## src/rtl/hd_sample_conditioner.sv

```systemverilog
module hd_sample_conditioner #(
  parameter int SW         = 10,
  parameter int LUMA_BLANK = 'h040,
  parameter int CHRM_BLANK = 'h200,
  parameter int LOW_LEGAL  = 'h004,
  parameter int HIGH_LEGAL = 'h3FB
) (
  input  logic          clk,
  input  logic          rst_n,
  input  logic          blank_n,
  input  logic          protect_en,
  input  logic          active,
  input  logic [2*SW-1:0] din,
  output logic [2*SW-1:0] dout,
  output logic          active_q
);

  localparam int DW = 2 * SW;
  localparam logic [SW-1:0] LO = SW'(LOW_LEGAL);
  localparam logic [SW-1:0] HI = SW'(HIGH_LEGAL);
  localparam logic [DW-1:0] BLANK_PAIR = {SW'(LUMA_BLANK), SW'(CHRM_BLANK)};

  logic          clamp_on;
  logic [DW-1:0] cond;

  assign clamp_on = protect_en & active;

  for (genvar c = 0; c < 2; c++) begin : g_chan
    logic [SW-1:0] s;
    assign s = din[c*SW +: SW];
    assign cond[c*SW +: SW] = !clamp_on ? s :
                              (s < LO)  ? LO :
                              (s > HI)  ? HI : s;
  end

  always_ff @(posedge clk) begin
    if (!rst_n) begin
      dout     <= BLANK_PAIR;
      active_q <= 1'b0;
    end else begin
      dout     <= blank_n ? cond : BLANK_PAIR;
      active_q <= active;
    end
  end

  a_r2_blank_forces_levels: assert property (@(posedge clk) disable iff (!rst_n)
    !blank_n |=> dout == BLANK_PAIR);

  a_r9_active_aligned: assert property (@(posedge clk) disable iff (!rst_n)
    1'b1 |=> active_q == $past(active));

  a_r4_low_luma_lifted: assert property (@(posedge clk) disable iff (!rst_n)
    (blank_n && protect_en && active && din[DW-1:SW] < LO) |=> dout[DW-1:SW] == LO);

  a_r5_high_chroma_lowered: assert property (@(posedge clk) disable iff (!rst_n)
    (blank_n && protect_en && active && din[SW-1:0] > HI) |=> dout[SW-1:0] == HI);

  a_r7_no_clamp_outside_active: assert property (@(posedge clk) disable iff (!rst_n)
    (blank_n && !active) |=> dout == $past(din));

  a_r3_pass_when_unprotected: assert property (@(posedge clk) disable iff (!rst_n)
    (blank_n && !protect_en) |=> dout == $past(din));

endmodule

```

## config.mk

```make
export PLATFORM = sky130hd
export DESIGN_NAME = hd_sample_conditioner
export DESIGN_NICKNAME = d
export VERILOG_FILES = /design/src/rtl/hd_sample_conditioner.sv
export SDC_FILE = /design/constraint.sdc
export NUM_CORES = 1
export LEC_CHECK = 0
export BUFFER_PORTS_ARGS = -buffer_cell sky130_fd_sc_hd__clkbuf_2
export CAP_MARGIN = 15
export CORE_MARGIN = 8
export CORE_UTILIZATION = 40
export DETAILED_ROUTE_END_ITERATION = 12
export PLACE_DENSITY = 0.81
export SYNTH_ARGS = -nofsm -noshare
export SYNTH_HDL_FRONTEND = slang
export SYNTH_SLANG_ARGS = --single-unit
```

## constraint.sdc

```tcl
create_clock -name clk -period 1.5 [get_ports clk]
set_clock_uncertainty 0.15 [all_clocks]
set_input_delay 0.3 -clock clk [delete_from_list [all_inputs] [get_ports clk]]
set_output_delay 0.3 -clock clk [all_outputs]
set_load 0.005 [all_outputs]
```

=== After elaboration in Yosys (flattened, before gate mapping) ===
Cells that the tools add are included.

* Register bits: 21
* Input port bits: 25
* Output and inout port bits: 21
* Logic and storage cells: 14

* $lt $le $gt $ge: 4
* Multiplexer cells: 6
* Bitwise gates (word level): 1
* Reductions and logical operators: 1

{| class="wikitable"
|+ Operator list
! operator !! number
|-
| 10-bit two-way mux || 6
|-
| 10-bit greater-than comparator (second input constant) || 2
|-
| 10-bit by 3-bit < comparator with 1-bit output (second input constant) || 2
|-
| 2-bit AND reduction || 1
|-
| 1-bit bitwise AND || 1
|}

=== Depth between registers and ports, before layout ===
* Word-level depth: 4
* Mapped depth: 4
* Depth with buffers taken out: 3

=== Worst setup path after synthesis ===
OpenSTA, ideal clock, no wires.

* Kind: input port to flip-flop
* From: input din[9]
* To: register dout[3]
* Setup time: 115 ps
* Arrival: 902 ps
* Data required time: 1235 ps
* Setup slack: 333 ps
* Stages on the path: 3
* Buffers on the path: 0
* Path through: nor4_4 > a41oi_2 > and2_1

* Cells in the longest elaborated chain, start to end: 4
* Elaborated cells between the ends (all ways): 5
* Classes of those cells: 2 x order compare; 3 x mux

{| class="wikitable"
|+ RTL lines
! item !! RTL line !! RTL
|-
| start, declared || 13 || <nowiki>input logic [2*SW-1:0] din,</nowiki>
|-
| 10-bit greater-than comparator || 33 || <nowiki>(s > HI) ? HI : s;</nowiki>
|-
| 10-bit two-way mux || 33 ||
|-
| 10-bit two-way mux * || 32 || <nowiki>(s < LO) ? LO :</nowiki>
|-
| 10-bit two-way mux * || 31 || <nowiki>assign cond[c*SW +: SW] = !clamp_on ? s :</nowiki>
|-
| end signal, assigned || 41 || <nowiki>dout <= blank_n ? cond : BLANK_PAIR;</nowiki>
|-
| end, declared || 14 || <nowiki>output logic [2*SW-1:0] dout,</nowiki>
|}

Every way passes the cells marked *; elsewhere a longest branch is shown, timed or not.
A chain may end at the register's enable or synchronous reset.

=== Worst setup path in the final report ===
* From: register dout[3]
* To: output dout[3]

No word-level cell between the ends.

==> results.json <==
{
  "cts-buffers-inserted": 3,
  "fmaxAchievable_mhz": 839,
  "path_cells": "clkbuf_2",
  "antenna_cells": 0,
  "status": "completed",
  "antenna_found_initial": 0,
  "first_pass_iters": 4,
  "ctsResizeCount": 0,
  "hold_viol": 0,
  "io_pins": 46,
  "min_path_cells": 2,
  "hpwlAfterDp_um": 1520,
  "worstPathRequired_ns": 1.05,
  "grt_max_degree": 13,
  "core-area_um2": 1710,
  "cp_num_cells": 1,
  "maxCapViolCount": 0,
  "syn_area_um2": 719,
  "drc_errors": 0,
  "yosysWarnings": 0,
  "slew_violations": 0,
  "wl_met3_um": 152,
  "viasPerCell": 4.81,
  "syn2layout_area_growth_pct": 37.6,
  "syn_inst": 63,
  "cp_slowest_cell": "dfxtp_1",
  "syn_nets": 88,
  "routed.top_layer": "met4",
  "min_from": "din[0]",
  "dp_slack_ns": 0.139,
  "finalCritPeriodShare_pct": 79.4,
  "setup_ws_ns": 0.308,
  "postRouteAntennaNets": 0,
  "crit_type": "reg2out",
  "start_kind": "flop",
  "hold_class": "in2reg",
  "wl_per_cell_um": 13.7,
  "grtUsageTotal_pct": 10.7,
  "endpoint_kind": "output port",
  "start_util_pct": 42.1,
  "clk_pin_slew_ns": 0.11,
  "startpoint": "dout[3]",
  "num-nets-final": 135,
  "drt_iter0_drc": 25,
  "worstMarginPinSlew_ns": 0.332,
  "maxSlewHeadroom_pct": 77.7,
  "finalSetupViolCount": 0,
  "die_h_um": 58.4,
  "vias": 645,
  "cts_htree_levels": 1,
  "cts_setup_buffers": 0,
  "met2WireLength_um": 846,
  "grt_pass1_wl_um": 2850,
  "ir_worst_vdd_mv": 0.546,
  "critical_path.max_fanout": 1,
  "worstPathArrival_ns": 0.74,
  "gp_congestion": 0.742,
  "routed_wl_um": 1830,
  "synth_seq_cells": 21,
  "min_period_ns": 1.19,
  "p_leak_uw": 0.000500,
  "drive_gt1_share_pct": 47.7,
  "grt_pass1_vias": 668,
  "ys_types": 16,
  "cts_tree": "done",
  "cts-hold-fix-buffers": 0,
  "crit_buf_inv": 1,
  "tns_ns": 0,
  "power.density_nw_per_um2": 971,
  "synth.avg_cell_area_um2": 11.4,
  "ys_seq_area_share_pct": 58.4,
  "dieArea_um2": 3410,
  "cts.sinks": 21,
  "rsz0062_at_grt": "false",
  "num_rows": 15,
  "overflow": 0,
  "drt-met1-wl_um": 799,
  "cpPeakStageDelay_ns": 0.34,
  "critical_path.top_delay_family": "flip-flops",
  "clk_path_buf_depth": 2,
  "port_buffers": 45,
  "clock-root-buffer": "clkbuf_4",
  "die_x_um": 58.4
}
-- cell families after synthesis --
| kind of cell | Yosys count | synth area share, % |
|---|---|---|
| and+or+nand+nor | 32 | 31.0 |
| buffers and inverters | 3 | 1.74 |
| DFF | 21 | 58.4 |
| AOI/OAI and AO/OA | 7 | 8.87 |
-- report_power, final --
part | switching [uW] | total (uW) | internal, uW
Combinational | 59.3 | 114 | 55.2
Sequential | 5.28 | 585 | 580
Clock | 158 | 261 | 103
Total | 222 | 961 | 739
-- layout by cell type, fill, tap and decap left out, types with 3 or more instances in the layout --
master    instances
nand4_1           6
clkbuf_2         45
and2_1            5
nand2_1           4
dfxtp_1          21
and3_1            9
clkbuf_4          3
-- path summary, 6_finish.rpt --
kind / end
worst max-delay path: dout[3]
worst min-delay path: dout[0]
-- layer usage --
layer	up-vias	track usage (%)
li1	324	-
met1	288	11.6
met2	29	17.6
met3	4	4.35
met4	0	5.24
met5	-	0
-- registers in the layout, summed over array words and instances (netlist names) --
signal	flops
dout	20
active_q	1
-- Yosys cell counts (all sizes together) --
cell / instances / area share, %
dfxtp: 21 / 58
and3: 9 / 7.8
nand4: 6 / 5.2
and2: 5 / 4.3
nand2: 4 / 2.1
nor4: 4 / 7.7
clkbuf: 2 / 1.0
nand2b: 2 / 1.7
nor3: 2 / 2.1
o211a: 2 / 2.8
o21a: 2 / 2.1
o22ai: 2 / 1.7
a41oi: 1 / 2.3
buf: 1 / 0.69
-- area by class of cell --
class	instances	area, um2
Clock buffer	4	26.3
Multi-Input combinational cell	39	287
Sequential cell	21	420
Timing Repair Buffer	45	225
Fill cell	168	718
Tap cell	25	31.3
-- through the flow --
step	total power, uW	cells	instance area [um2]	hold slack, ns	util (%)
floorplan	637	63	719	0.251	-
global placement	711	130	963	0.367	56.4
detailed placement	714	130	963	0.375	56.4
CTS	979	134	990	0.0580	57.9
global route	1020	134	990	0.0483	57.9
finish	961	134	990	0.0668	57.9
Power figures use the tool's default switching activity.
